<file path="src/rtl/uart_cts_tx_pkg.sv">
package uart_cts_tx_pkg;
   typedef enum logic [1:0] {
      CTS_NONE = 2'd0,
      CTS_HIGH = 2'd1,
      CTS_LOW  = 2'd2
   } cts_mode_e;

   function automatic bit is_pow2(input int v);
      return (v > 0) && ((v & (v - 1)) == 0);
   endfunction
endpackage

</file>
<file path="src/rtl/uart_tx_fifo.sv">
module uart_tx_fifo #(
   parameter int DEPTH = 4,
   parameter int W     = 8
) (
   input  logic         clk,
   input  logic         rst_n,
   input  logic         push,
   input  logic [W-1:0] din,
   input  logic         pop,
   output logic [W-1:0] dout,
   output logic         empty,
   output logic         full
);
   localparam int AW = $clog2(DEPTH);

   logic [W-1:0] mem [DEPTH];
   logic [AW:0]  wp, rp;
   logic         do_push, do_pop;

   assign empty   = (wp == rp);
   assign full    = (wp[AW] != rp[AW]) && (wp[AW-1:0] == rp[AW-1:0]);
   assign do_push = push && !full;
   assign do_pop  = pop && !empty;
   assign dout    = mem[rp[AW-1:0]];

   always_ff @(posedge clk) begin
      if (!rst_n) begin
         wp <= '0;
         rp <= '0;
      end else begin
         if (do_push) wp <= wp + 1'b1;
         if (do_pop)  rp <= rp + 1'b1;
      end
   end

   always_ff @(posedge clk) begin
      if (do_push) mem[wp[AW-1:0]] <= din;
   end

   // a push into a full queue without a pop leaves the write pointer alone
   p_no_overflow_r7: assert property (@(posedge clk) disable iff (!rst_n)
      (full && push && !pop) |=> $stable(wp));
   // the queue never reports full and empty together
   p_full_empty_r7: assert property (@(posedge clk) disable iff (!rst_n)
      !(full && empty));
endmodule

</file>
<file path="src/rtl/uart_tx_serializer.sv">
module uart_tx_serializer #(
   parameter int BIT_CYCLES = 8,
   parameter int STOP_BITS  = 1
) (
   input  logic       clk,
   input  logic       rst_n,
   input  logic       req,
   input  logic [7:0] din,
   input  logic       cts_ok,
   output logic       take,
   output logic       active,
   output logic       txd
);
   localparam int SLOTS = 9 + STOP_BITS;
   localparam int CW    = $clog2(BIT_CYCLES);
   localparam int SW    = $clog2(SLOTS);
   localparam logic [SW-1:0] LAST = SW'(SLOTS - 1);
   localparam logic [CW-1:0] CMAX = CW'(BIT_CYCLES - 1);

   logic [CW-1:0]    cnt;
   logic [SW-1:0]    slot;
   logic [SLOTS-1:0] frame;
   logic             act_q, txd_q;

   assign take   = req && cts_ok && !act_q;
   assign active = act_q;
   assign txd    = txd_q;

   always_ff @(posedge clk) begin
      if (!rst_n) begin
         act_q <= 1'b0;
         txd_q <= 1'b1;
         cnt   <= '0;
         slot  <= '0;
         frame <= '1;
      end else if (take) begin
         act_q <= 1'b1;
         frame <= {{STOP_BITS{1'b1}}, din, 1'b0};
         txd_q <= 1'b0;
         cnt   <= CMAX;
         slot  <= '0;
      end else if (act_q) begin
         if (cnt != '0) begin
            cnt <= cnt - 1'b1;
         end else if (slot == LAST) begin
            act_q <= 1'b0;
            txd_q <= 1'b1;
         end else begin
            slot  <= slot + 1'b1;
            frame <= {1'b1, frame[SLOTS-1:1]};
            txd_q <= frame[1];
            cnt   <= CMAX;
         end
      end
   end

   // idle line is high
   p_idle_high_r1: assert property (@(posedge clk) disable iff (!rst_n)
      !act_q |-> txd_q);
   // the line holds within a bit period
   p_bit_hold_r2: assert property (@(posedge clk) disable iff (!rst_n)
      (act_q && cnt != '0) |=> $stable(txd_q));
   // a frame begins only when starts were permitted
   p_cts_gate_r4: assert property (@(posedge clk) disable iff (!rst_n)
      $rose(act_q) |-> $past(cts_ok));
   // a frame never ends before its last slot
   p_complete_r5: assert property (@(posedge clk) disable iff (!rst_n)
      (act_q && slot != LAST) |=> act_q);
endmodule

</file>
<file path="src/rtl/uart_cts_tx.sv">
module uart_cts_tx
   import uart_cts_tx_pkg::*;
#(
   parameter int        CLK_HZ     = 8_000_000,
   parameter int        BAUD_HZ    = 1_000_000,
   parameter int        BAUD_DIV   = 0,
   parameter int        STOP_BITS  = 1,
   parameter int        FIFO_DEPTH = 0,
   parameter cts_mode_e CTS_MODE   = CTS_NONE
) (
   input  logic       clk,
   input  logic       rst_n,
   input  logic [7:0] wr_data,
   input  logic       wr_stb,
   input  logic       cts_in,
   output logic       busy,
   output logic       txd
);
   localparam int BIT_CYCLES = (BAUD_DIV != 0) ? BAUD_DIV : (CLK_HZ / BAUD_HZ);

   // build-time parameter checks
   initial begin
      a_stop_r9: assert (STOP_BITS == 1 || STOP_BITS == 2)
         else $fatal(1, "STOP_BITS must be 1 or 2");
      a_depth_r9: assert (FIFO_DEPTH == 0 || (FIFO_DEPTH >= 2 && is_pow2(FIFO_DEPTH)))
         else $fatal(1, "FIFO_DEPTH must be 0 or a power of two >= 2");
      a_period_r9: assert (BIT_CYCLES >= 2)
         else $fatal(1, "bit period must be at least 2 cycles");
   end

   logic       cts_ok;
   logic       req, take, active;
   logic [7:0] sdata;

   generate
      if (CTS_MODE == CTS_HIGH) begin : g_cts_hi
         assign cts_ok = cts_in;
      end else if (CTS_MODE == CTS_LOW) begin : g_cts_lo
         assign cts_ok = !cts_in;
      end else begin : g_cts_off
         assign cts_ok = 1'b1;
      end
   endgenerate

   generate
      if (FIFO_DEPTH == 0) begin : g_direct
         assign req   = wr_stb;
         assign sdata = wr_data;
         assign busy  = active || !cts_ok;

         // a strobe while busy and idle does not start a frame
         p_drop_busy_r6: assert property (@(posedge clk) disable iff (!rst_n)
            (wr_stb && busy && !active) |=> !active);
      end else begin : g_queued
         logic q_empty, q_full;

         uart_tx_fifo #(.DEPTH(FIFO_DEPTH), .W(8)) u_fifo (
            .clk   (clk),
            .rst_n (rst_n),
            .push  (wr_stb),
            .din   (wr_data),
            .pop   (take),
            .dout  (sdata),
            .empty (q_empty),
            .full  (q_full)
         );

         assign req  = !q_empty;
         assign busy = q_full;

         // the serializer only takes when bytes are waiting
         p_take_nonempty_r7: assert property (@(posedge clk) disable iff (!rst_n)
            take |-> !q_empty);
      end
   endgenerate

   uart_tx_serializer #(.BIT_CYCLES(BIT_CYCLES), .STOP_BITS(STOP_BITS)) u_ser (
      .clk    (clk),
      .rst_n  (rst_n),
      .req    (req),
      .din    (sdata),
      .cts_ok (cts_ok),
      .take   (take),
      .active (active),
      .txd    (txd)
   );
endmodule

</file>
<file path="config.mk">
export PLATFORM = sky130hd
export DESIGN_NAME = uart_cts_tx
export DESIGN_NICKNAME = d
export VERILOG_FILES = /design/src/rtl/uart_cts_tx_pkg.sv /design/src/rtl/uart_tx_fifo.sv /design/src/rtl/uart_tx_serializer.sv /design/src/rtl/uart_cts_tx.sv
export SDC_FILE = /design/constraint.sdc
export NUM_CORES = 1
export LEC_CHECK = 0
export ABC_AREA = 1
export BUFFER_PORTS_ARGS = -buffer_cell sky130_fd_sc_hd__buf_2
export CORE_MARGIN = 2
export CORE_UTILIZATION = 48
export DETAILED_ROUTE_END_ITERATION = 7
export PLACE_DENSITY = 0.73
export SLEW_MARGIN = 30
export SYNTH_ARGS = -nofsm -noshare
export SYNTH_HDL_FRONTEND = slang
export SYNTH_SLANG_ARGS = --single-unit
</file>
<file path="constraint.sdc">
create_clock -name clk -period 1.1 [get_ports clk]
set_input_delay 0.165 -clock clk [delete_from_list [all_inputs] [get_ports clk]]
set_output_delay 0.165 -clock clk [all_outputs]
set_load 0.005 [all_outputs]
</file>
[After elaboration in Yosys (flattened, before gate mapping)]
Index checks and enable logic that the tools add are counted.
Word-level totals
  output and inout bits: 2
  register bits: 18
  logic and storage cells: 39
  memories: 0
  memory bits (writable): 0
  latch bits: 0
  bits in read-only memories: 0
  bits of input ports: 12
Operators by class
  reduce and logical (&&, ||, !) cells: 9
  order comparisons: 0
  divide/modulo/power cells: 0
  equal/unequal tests: 4
  multipliers: 0
  bitwise gates (word level): 3
  mux-type cells: 16
  shift-type cells: 0
  add/subtract/negate cells: 2
Operators by type and width (count)
  two-way mux 9 bit: 4
  two-way mux 3 bit: 4
  two-way mux 1 bit: 8
  AND reduction 3 bit: 2
  adder 4 x 1 -> 4 bit, second input constant: 1
  equality test 4 bit, second input constant: 1
  != test 2 bit, second input constant: 2
  AND reduction 2 bit: 2
  != test 3 x 2 -> 1 bit, second input constant: 1
  inverter 1 bit: 3
  nonzero test 3 bit: 1
  subtractor 3 x 1 -> 3 bit, second input constant: 1
  nonzero test 2 bit: 1
  OR reduction 2 bit: 1
  logical AND 1 bit: 1
  logical NOT 1 bit: 1

[Logic depth before layout (Yosys ltp)]
Gate-level depths: netlist of run 1.
  depth after elaboration: 5
  mapped depth: 9
  depth with buffers taken out: 9

[By module]
A second synthesis of run 1 with hierarchy kept.
Second synthesis, totals
  cells, all modules: 127
  area total of the unflattened synthesis: 844.6 µm²
Modules (own cells, without submodules)
  uart_tx_serializer: cells each 126, instances 1, seq. area each 340.3 µm², area each 840.8 µm²
  uart_cts_tx: cells each 1, instances 1, seq. area each 0.0 µm², area each 3.8 µm²

[Worst setup path after synthesis of run 1]
OpenSTA, ideal clock, no wires.
  kind: register to register
  from: register u_ser.slot[0]
  to: register u_ser.frame[2]
  setup time: 0.119 ns
  buffers on the path: 1
  arrival: 1.086 ns
  data required time: 0.981 ns
  period minus slack after synthesis: 1.206 ns
  cell stages (with the launch flop): 8
  path slack: -0.106 ns
  cells stage by stage: dfxtp_1 -> ha_1 -> nand2_1 -> nor2_2 -> nor2_2 -> buf_6 -> a21oi_1 -> o21ai_1
On the way
  word-level cells in the longest chain between the ends: 3
RTL lines
  from (decl): RTL line uart_tx_serializer.sv:21  | logic [SW-1:0] slot;
  from (signal assigned): RTL line uart_tx_serializer.sv:49  | slot <= slot + 1'b1;
  equality test 4 bit: RTL line uart_tx_serializer.sv:45  | end else if (slot == LAST) begin
  != test 2 bit (no source line)
  AND reduction 3 bit (no source line)
  to (signal assigned): RTL line uart_tx_serializer.sv:38  | frame <= {{STOP_BITS{1'b1}}, din, 1'b0};
  to (signal assigned): RTL line uart_tx_serializer.sv:50  | frame <= {1'b1, frame[SLOTS-1:1]};
  to (decl): RTL line uart_tx_serializer.sv:22  | logic [SLOTS-1:0] frame;
No other way between the ends.
A chain may end at the register's enable or synchronous reset.

[Worst setup path in the final report of run 1]
  from: register u_ser.cnt[0]
  to: register u_ser.frame[5]
On the way
  word-level cells in the longest chain between the ends: 3
RTL lines
  from (decl): RTL line uart_tx_serializer.sv:20  | logic [CW-1:0] cnt;
  from (signal assigned): RTL line uart_tx_serializer.sv:44  | cnt <= cnt - 1'b1;
  nonzero test 3 bit: RTL line uart_tx_serializer.sv:43  | if (cnt != '0) begin
  != test 2 bit (no source line)
  AND reduction 3 bit (no source line)
No other way between the ends.

==> flow_metrics.py, run 1 <==
metrics = {
    "status": {
        "status": "finished with violations",
        "violations": "negative setup slack",
    },
    "placement": {
        "portBuffers": 12,
        "gp_congestion": 0.813,
        "dp_hpwl_mm": 1.41,
        "pre_cts_ws_ns": -0.175,
    },
    "drt": {
        "drc": 0,
        "wl_mm": 2.09,
        "antenna_left": 0,
        "wl_per_cell_um": 11.0,
        "vias": 941,
        "drt_pre_antenna_iters": 4,
        "dr.first_iter.drc_count": 18,
        "avgViaCountPerCell": 4.95,
    },
    "critical_path": {
        "end_kind": "register",
        "cp_max_fo": 6,
        "required_ns": 1.29,
        "setup.worst_path.start_class": "register",
        "criticalPathCategory": "reg2reg",
        "worst_ep_arrival_time_ns": 1.46,
    },
    "logic_synthesis": {
        "ys_top_cells_by_area": "dfxtp_1, nand2_1, inv_1",
        "synth_area_leader_cell": "dfxtp_1",
        "synthCells": 132,
        "synthesis.nets": 148,
        "post-synth-top-area-fraction": 0.385,
        "ys_types": 17,
        "syn-cell-area_sq_um": 883,
        "synth.avg_cell_area_sq_um": 6.69,
        "ys_warn_count": 0,
        "synth_seq_area_share": 0.385,
        "ys_ff_latch": 17,
    },
    "pwr": {
        "max-vdd-ir-drop_v": 0.000795,
        "internal_power_mw": 1.01,
        "p_leak_nw": 0.654,
        "p_sw_mw": 0.455,
        "sequentialPowerShare": 0.479,
        "p_per_area_mw_per_mm2": 1130,
        "comb_power_share": 0.295,
        "pwr-share-clk": 0.225,
        "p_sw_frac": 0.310,
    },
    "floorplanning": {
        "fp-row-count": 15,
        "die_h_um": 46.9,
        "start_util": 0.512,
        "pin_count": 14,
        "die_x_um": 46.9,
        "dieArea_sq_mm": 0.00220,
        "coreArea_sq_mm": 0.00173,
    },
    "finish": {
        "n_fill_cell": 134,
        "drive_above_1_share": 0.461,
        "nets": 182,
        "final_util": 0.751,
        "diodes": 0,
        "regArea_sq_um": 349,
        "area_growth_pct": 46.9,
        "multiInputGateArea_sq_um": 606,
    },
    "clock_network": {
        "cts_buffers": 3,
        "clk_pin_slew_ns": 0.09,
        "htree_levels": 1,
        "cts.sinks": 17,
        "clk_latency_ns": 0.28,
        "cts_root_buf": "clkbuf_4",
        "cts_tree": "yes",
        "hold_buffers": 0,
        "clock_path_buffers": 2,
    },
    "grt": {
        "grt_usage": 0.197,
        "antenna_found_initial": 0,
        "grt_pass1_wl_mm": 3.15,
        "grt_pass1_vias": 827,
        "grt_max_degree": 13,
        "overflow": 0,
    },
    "timing": {
        "drv_slew": 0,
        "fmax_mhz": 789,
        "rsz0062_at_grt": "yes",
        "setup_viol": 17,
        "maxSlewHeadroom": 0.850,
        "fin_setup_tns_ns": -2.03,
        "hold_ws_ns": 0.0929,
        "fin_worst_skew_ns": 0.000439,
        "finalHoldViolCount": 0,
        "worst_pin_slew_ns": 0.225,
        "worst_slack_ns": -0.168,
        "finalCriticalPeriod_ns": 1.27,
        "finalCritPeriodShare": 1.15,
    },
    "flow_run": {
        "drv_cap": 0,
    },
    "min_path": {
        "hold_class": "in2reg",
    },
}
cell usage in the layout, fill, tap and decap left out:
master    instances
a21oi_1           2
a21oi_2           6
buf_2            12
buf_4            17
buf_6             3
clkbuf_1          1
clkbuf_4          3
dfxtp_1          12
dfxtp_2           4
dfxtp_4           1
ha_1              1
ha_4              3
inv_1            11
inv_2             6
nand2_1          35
nand2_2           5
nand2_4           5
nand3_1           6
nand3_2           3
nand3_4           1
nand4_1           3
nor2_1           13
nor2_2            3
nor2_4            2
nor3b_2           1
o21ai_0           2
o21ai_1           2
o21ai_2           1
xor2_1            1
worst paths after layout:
check | from | end | slack (ns) | depth (start not counted)
max reg2reg | u_ser.cnt[0] | u_ser.frame[5] | -0.17 | 8
min reg2reg | u_ser.frame[5] | u_ser.frame[5] | 0.46 | 2
min | wr_data[2] | u_ser.frame[3] | 0.09 | 3
max | u_ser.cnt[0] | u_ser.frame[5] | -0.17 | 8
logic make-up after synthesis:
group                    Yosys count  synth area share
buffers and inverters             20             0.103
AND/OR/NAND/NOR                   77             0.371
flip-flops                        17             0.385
AO/OA/AOI/OAI                     13            0.0737
adder cells (fa/ha/maj)            4            0.0567
XOR/XNOR                           1           0.00992
synthesized netlist by cell type:
cell and count:
nor3b_2 1, ha_1 4, nand2_2 2, nand3_1 10, nor2_1 16, buf_2 1
buf_6 2, inv_2 1, o21ai_1 1, nand4_1 3, inv_1 16, nor2_2 2
o21ai_0 4, xor2_1 1, a21oi_1 8, dfxtp_1 17, nand2_1 43
timing repair:
| item | CTS | global route |
|---|---|---|
| endpoints found under the setup margin | 17 | 17 |
| setup buffers | 1 | 1 |
| pin swaps | 5 | 7 |
| hold endpoints to repair | 0 | 0 |
| cloned | 0 | 0 |
| gates resized for setup | 14 | 21 |
metal layers:
layer,part of all wire,vias to the layer above,GRT usage
li1,-,480,-
met5,0,-,0
met2,0.52,26,0.351
met3,0.037,6,0.0346
met1,0.43,429,0.245
met4,0.012,0,0.0500
area by class of cell:
class                   count  share of cell area
well taps                  25              0.0241
repair buffers             32               0.171
inverters                  17              0.0492
multi-input cells          95               0.467
flip-flops and latches     17               0.269
clock buffers               4              0.0203
sequential cells by signal, summed over array words and instances (netlist names):
register / count
u_ser.cnt: 3
u_ser.txd: 1
u_ser.slot: 4
u_ser.active: 1
u_ser.frame: 8
power by group through the flow:
stage,Combinational [mW],Sequential (mW),Clock (mW)
4_1_cts,0.365,0.700,0.331
3_5_place_dp,0.333,0.709,0
3_3_place_gp,0.324,0.707,0
5_1_grt,0.478,0.707,0.354
2_1_floorplan,0.210,0.707,0
6_report,0.433,0.703,0.330
worst max-delay path: stages, from the launching register on:
cell	delay, ns
dfxtp_2	0.33
inv_2	0.07
ha_4	0.15
nand3_4	0.09
nor2_4	0.22
nor2_2	0.07
buf_4	0.15
nand2_1	0.05
nand2_1	0.04
through the flow:
step                      instance area (sq um)  power, mW  cells
after detailed placement                   1130       1.04    184
after global routing                       1300       1.54    190
after global placement                     1130       1.03    184
after floorplan                             935      0.917    132
after CTS                                  1210       1.40    189
final                                      1300       1.47    190
(Power assumes the default switching activity.)
==> run 2, diff against run 1 <==
--- a/config.mk
+++ b/config.mk
@@ -10,8 +10,10 @@
 export CORE_MARGIN = 2
 export CORE_UTILIZATION = 48
 export DETAILED_ROUTE_END_ITERATION = 7
-export PLACE_DENSITY = 0.73
+export MAX_ROUTING_LAYER = met4
+export PLACE_DENSITY = 0.72
 export SLEW_MARGIN = 30
 export SYNTH_ARGS = -nofsm -noshare
 export SYNTH_HDL_FRONTEND = slang
+export SYNTH_HIERARCHICAL = 1
 export SYNTH_SLANG_ARGS = --single-unit
==> run 2 against run 1 <==
Net effect:
- the flow still finishes with violations (negative setup slack)
- die area is 4.0% lower
- final area decreased by 9.7%
- worst hold slack improved by 0.0066 ns
- sequential cell count is the same
- wire length shrank 12%
- area after synthesis down 4.4%
- non-clock buffer count decreased by 7
- register-to-register slack about the same
- first-iteration DRC count fell by 50%
- total power decreased by 6.1%
==> flow_metrics.py, run 2 <==
metrics = {
    "drt": {
        "avgViaCountPerCell": 5.01,
        "dr.first_iter.drc_count": 9,
        "antenna_left": 0,
        "drt_pre_antenna_iters": 4,
        "drc": 0,
        "wl_mm": 1.85,
        "wl_per_cell_um": 10.8,
        "vias": 857,
    },
    "flow_run": {
        "drv_cap": 0,
    },
    "finish": {
        "multiInputGateArea_sq_um": 563,
        "n_fill_cell": 149,
        "drive_above_1_share": 0.396,
        "most-common-layout-cells": "nand2_1, buf_2, dfxtp_1, buf_4, nor2_1",
        "instances_no_fill": 171,
        "regArea_sq_um": 349,
        "diodes": 0,
        "largest_reg_flops": 8,
        "final_common_cell": "nand2_1",
        "nets": 171,
        "stdcell_area_sq_mm": 0.00117,
        "top_register": "u_ser/frame",
        "top_regs": "u_ser/frame x8, u_ser/slot x4, u_ser/cnt x3",
        "area_growth_pct": 38.7,
    },
    "logic_synthesis": {
        "ys_types": 18,
        "synth.avg_cell_area_sq_um": 6.65,
        "ys.flop_type": "dfxtp_1",
        "yosysMostFrequentCell": "nand2_1",
        "ys_ff_latch": 17,
        "synth-edff-count": 0,
        "post-synth-top-area-fraction": 0.403,
        "synth_common_cells": "nand2_1, dfxtp_1, nor2_1",
        "synth_seq_area_share": 0.403,
        "ys_warn_count": 6,
        "synthCells": 127,
        "async_reset_ff_frac": 0,
        "ys_top_cells_by_area": "dfxtp_1, nand2_1, a21oi_1",
        "synth_area_leader_cell": "dfxtp_1",
        "syn-cell-area_sq_um": 845,
    },
    "timing": {
        "drv_slew": 0,
        "fin_worst_skew_ns": 0.00510,
        "fin_setup_tns_ns": -1.46,
        "finalCritPeriodShare": 1.14,
        "finalHoldViolCount": 0,
        "finalCriticalPeriod_ns": 1.26,
        "rsz0062_at_grt": "yes",
        "fmax_mhz": 795,
        "hold_ws_ns": 0.0996,
        "setup_viol": 15,
        "worst_slack_ns": -0.159,
    },
    "status": {
        "violations": "negative setup slack",
        "status": "finished with violations",
    },
    "min_path": {
        "worstHoldStart": "wr_data[3]",
        "hold_class": "in2reg",
    },
    "grt": {
        "overflow": 0,
        "grt_pass1_wl_mm": 2.91,
        "grt_max_degree": 13,
        "grt_usage": 0.195,
        "grt_pass1_vias": 700,
        "antenna_found_initial": 0,
    },
    "pwr": {
        "p_leak_nw": 0.575,
        "p_per_area_mw_per_mm2": 1170,
        "max-vdd-ir-drop_v": 0.000909,
        "finalPower_mw": 1.38,
    },
    "floorplanning": {
        "pin_count": 14,
        "die_h_um": 45.9,
        "start_util": 0.500,
        "fp-row-count": 15,
        "die_x_um": 45.9,
        "coreArea_sq_mm": 0.00169,
        "dieArea_sq_mm": 0.00211,
    },
    "clock_network": {
        "clock_path_buffers": 2,
        "cts_root_buf": "clkbuf_4",
        "cts_tree": "yes",
        "cts.sinks": 17,
        "post_cts_buffers": 0,
        "cts_buffers": 3,
        "htree_levels": 1,
        "clk_latency_ns": 0.29,
        "hold_buffers": 0,
        "clk_pin_slew_ns": 0.10,
    },
    "critical_path": {
        "setup.worst_path.start_class": "register",
        "r2r_start": "u_ser/slot[1]",
        "end_kind": "register",
        "criticalPathCategory": "reg2reg",
        "startpoint": "u_ser/slot[1]",
        "required_ns": 1.29,
        "cp_max_fo": 8,
        "worst_ep_arrival_time_ns": 1.45,
    },
    "placement": {
        "postPlaceCellArea_sq_mm": 0.00108,
        "post-place-cells": 167,
        "gp_congestion": 0.769,
        "dp_hpwl_mm": 1.32,
        "portBuffers": 12,
    },
}
## run 2: changes by cell type after synthesis, sizes merged, moves of 2 or more
cell   previous run  this run
o21ai             5         2
nand2            45        47
inv              17        13
nor2             18        15
a21oi             8        11
## run 2: worst paths after layout
kind,cells past startpoint,slack (ns),endpoint
max,8,-0.16,u_ser/frame[1]
min reg2reg,2,0.46,u_ser/frame[7]
max reg2reg,8,-0.16,u_ser/frame[1]
min,3,0.1,u_ser/frame[4]
## run 2: critical path, cell delays in order (launching register included)
cell	delay, ns
dfxtp_2	0.34
inv_2	0.05
ha_4	0.13
nand2_4	0.05
nor2_4	0.16
nor2_4	0.10
buf_4	0.16
a21oi_2	0.12
nand2_1	0.06
## run 2: repair_timing
action | CTS | global route
setup endpoints to repair | 16 | 16
gates resized for setup | 10 | 7
pin swaps | 2 | 5
## run 2: per-layer routing
layer | track usage | part of all wire
met2 | 0.294 | 0.49
met3 | 0.0238 | 0.031
met5 | - | 0
met4 | 0.0857 | 0.016
met1 | 0.258 | 0.46
## run 2: power by group
group / switching (mW) / internal, mW / leakage [nW] / total (mW)
sequential: 0.0343 / 0.668 / 0.142 / 0.703
clock: 0.199 / 0.135 / 0.0177 / 0.334
combinational: 0.185 / 0.154 / 0.415 / 0.339
## run 2: area by class of cell
cell class | instances | share of cell area
Inverter | 13 | 0.0417
Sequential cell | 17 | 0.298
Timing Repair Buffer | 25 | 0.138
Clock buffer | 3 | 0.0192
Clock inverter | 1 | 0.00427
Tap cell | 17 | 0.0182
Multi-Input combinational cell | 95 | 0.481
## run 2: stage by stage
stage,setup WS [ns],utilization
2_1_floorplan,-0.0610,-
3_3_place_gp,-0.139,0.642
3_5_place_dp,-0.155,0.642
4_1_cts,-0.133,0.678
5_1_grt,-0.212,0.693
6_report,-0.159,0.693
## run 2: cells by family after synthesis
logic type,share of synthesized area
simple gates,0.369
flops,0.403
buf+inv,0.0770
compound gates,0.0770
fa+ha+maj,0.0593
xor+xnor,0.0104
other cells,0.00444
==> run 3, diff against run 2 <==
--- a/config.mk
+++ b/config.mk
@@ -7,9 +7,10 @@
 export LEC_CHECK = 0
 export ABC_AREA = 1
 export BUFFER_PORTS_ARGS = -buffer_cell sky130_fd_sc_hd__buf_2
-export CORE_MARGIN = 2
+export CORE_MARGIN = 1.5
 export CORE_UTILIZATION = 48
 export DETAILED_ROUTE_END_ITERATION = 7
+export GPL_ROUTABILITY_DRIVEN = 0
 export MAX_ROUTING_LAYER = met4
 export PLACE_DENSITY = 0.72
 export SLEW_MARGIN = 30
==> run 3 against run 2 <==
Net effect:
- the run still ends with negative setup slack left
- total power rose by 0.35%
- sequential share of layout area is 0.096 points higher
- maximum frequency increased by 3.9%
- register-to-register slack improved by 0.05 ns
- first-iteration DRC count is 11% higher
- utilization increased by 4.7 points
- non-clock buffer count unchanged
- sequential cell count is the same
- global-route usage increased by 3.4 points
- clock skew shrank 0.0011 ns
==> flow_metrics.py, run 3 (synthesized netlist as in run 2, its figures left out) <==
metrics = {
    "status": {
        "status": "finished with violations",
        "violations": "negative setup slack",
    },
    "drt": {
        "antenna_left": 0,
        "dr.first_iter.drc_count": 10,
        "drt_pre_antenna_iters": 4,
        "vias": 848,
        "avgViaCountPerCell": 4.99,
        "wl_mm": 1.83,
        "drc": 0,
        "wl_per_cell_um": 10.8,
    },
    "placement": {
        "pre_cts_ws_ns": -0.158,
        "postPlaceCellArea_sq_mm": 0.00108,
        "dp_hpwl_mm": 1.33,
        "portBuffers": 12,
        "post-place-cells": 165,
    },
    "grt": {
        "grt_pass1_wl_mm": 3.30,
        "grt_pass1_vias": 815,
        "grt_usage": 0.229,
        "overflow": 0,
        "antenna_found_initial": 0,
        "grt_max_degree": 13,
    },
    "min_path": {
        "hold_class": "in2reg",
        "worstHoldStart": "wr_data[5]",
        "min_to": "u_ser/frame[6]",
        "hold_depth": 3,
    },
    "finish": {
        "final_common_cell": "nand2_1",
        "diodes": 0,
        "area_growth_pct": 38.2,
        "stdcell_area_sq_mm": 0.00117,
        "drive_above_1_share": 0.383,
        "n_fill_cell": 119,
        "nets": 171,
        "final_util": 0.740,
        "top_register": "u_ser/frame",
        "instances_no_fill": 170,
        "largest_reg_flops": 8,
        "most-common-layout-cells": "nand2_1, buf_2, dfxtp_1, buf_4, nor2_1",
        "top_regs": "u_ser/frame x8, u_ser/slot x4, u_ser/cnt x3",
    },
    "floorplanning": {
        "pin_count": 14,
        "fp-row-count": 14,
        "start_util": 0.536,
        "die_h_um": 44.9,
        "dieArea_sq_mm": 0.00202,
        "coreArea_sq_mm": 0.00158,
        "die_x_um": 44.9,
    },
    "clock_network": {
        "clock_path_buffers": 2,
        "cts_root_buf": "clkbuf_4",
        "cts_tree": "yes",
        "cts_buffers": 3,
        "cts.sinks": 17,
        "clk_latency_ns": 0.29,
        "clk_pin_slew_ns": 0.10,
        "hold_buffers": 0,
        "htree_levels": 1,
    },
    "critical_path": {
        "cpMostUsedCell": "nor2_4",
        "worst_ep_arrival_time_ns": 1.44,
        "cp_cell_sequence": "inv_2 > ha_4 > nand2_4 > nor2_4 > nor2_4 > buf_6 > nand3_2 > nand4_1",
        "rr_worst_depth": 8,
        "slowest_stage": "dfxtp_2",
        "r2r_start": "u_ser/slot[1]",
        "r2r_setup_slack_ns": -0.11,
        "r2r_end": "u_ser/frame[6]",
        "end_kind": "register",
        "path_delay_family": "simple AND/OR/NAND/NOR gates",
        "critical_path.max_stage_delay_ns": 0.34,
        "required_ns": 1.33,
        "timing.critical_path.buf_inv": 2,
        "cp_max_fo": 7,
        "setup.worst_path.start_class": "register",
        "criticalPathCategory": "reg2reg",
    },
    "timing": {
        "setup_viol": 14,
        "fin_setup_tns_ns": -1.07,
        "worst_slack_ns": -0.112,
        "finalHoldViolCount": 0,
        "rsz0062_at_grt": "yes",
        "finalCriticalPeriod_ns": 1.21,
        "hold_ws_ns": 0.0968,
        "fin_worst_skew_ns": 0.00396,
        "finalCritPeriodShare": 1.10,
        "fmax_mhz": 825,
        "drv_slew": 0,
    },
    "pwr": {
        "p_leak_nw": 0.570,
        "finalPower_mw": 1.38,
        "p_per_area_mw_per_mm2": 1180,
        "max-vdd-ir-drop_v": 0.000833,
    },
    "flow_run": {
        "drv_cap": 0,
    },
}
-- run 3: per-layer routing --
metal / global-route usage / vias up / wire length, um
li1: - / 452 / -
met1: 0.280 / 382 / 888
met2: 0.377 / 12 / 870
met3: 0.0360 / 2 / 52
met4: 0.0882 / 0 / 19
met5: - / - / 0
-- run 3: final cells by class --
class / count / area [sq um] / area share
clock buffers: 4 / 26.3 / 0.0225
inverters: 13 / 48.8 / 0.0418
multi-input cells: 95 / 562 / 0.481
flip-flops and latches: 17 / 349 / 0.299
well taps: 16 / 20.0 / 0.0171
repair buffers: 25 / 161 / 0.138
-- run 3: repair_timing --
item / CTS / global route
pin swaps: 8 / 2
setup buffers: 1 / 0
endpoints found under the setup margin: 16 / 17
gates resized for setup: 15 / 1
-- run 3: worst max path at each step --
stage | from | to | cells past startpoint
5_1_grt | u_ser/slot[1] | u_ser/frame[6] | 8
3_3_place_gp | u_ser/slot[1] | u_ser/frame[8] | 7
3_5_place_dp | u_ser/slot[1] | u_ser/frame[8] | 7
4_1_cts | u_ser/cnt[1] | u_ser/frame[4] | 7
2_1_floorplan | u_ser/slot[1] | u_ser/slot[0] | 8
6_report | u_ser/slot[1] | u_ser/frame[6] | 8
-- run 3: worst register-to-register path, cell delays in order, from the launching register on --
cell     delay [ns]
dfxtp_2        0.34
inv_2          0.04
ha_4           0.15
nand2_4        0.07
nor2_4         0.05
nor2_4         0.22
buf_6          0.18
nand3_2        0.06
nand4_1        0.06
-- run 3: power breakdown --
| group | switching, mW | internal, mW |
|---|---|---|
| Combinational | 0.187 | 0.155 |
| Clock | 0.196 | 0.141 |
| Sequential | 0.0341 | 0.668 |
| Total | 0.417 | 0.964 |
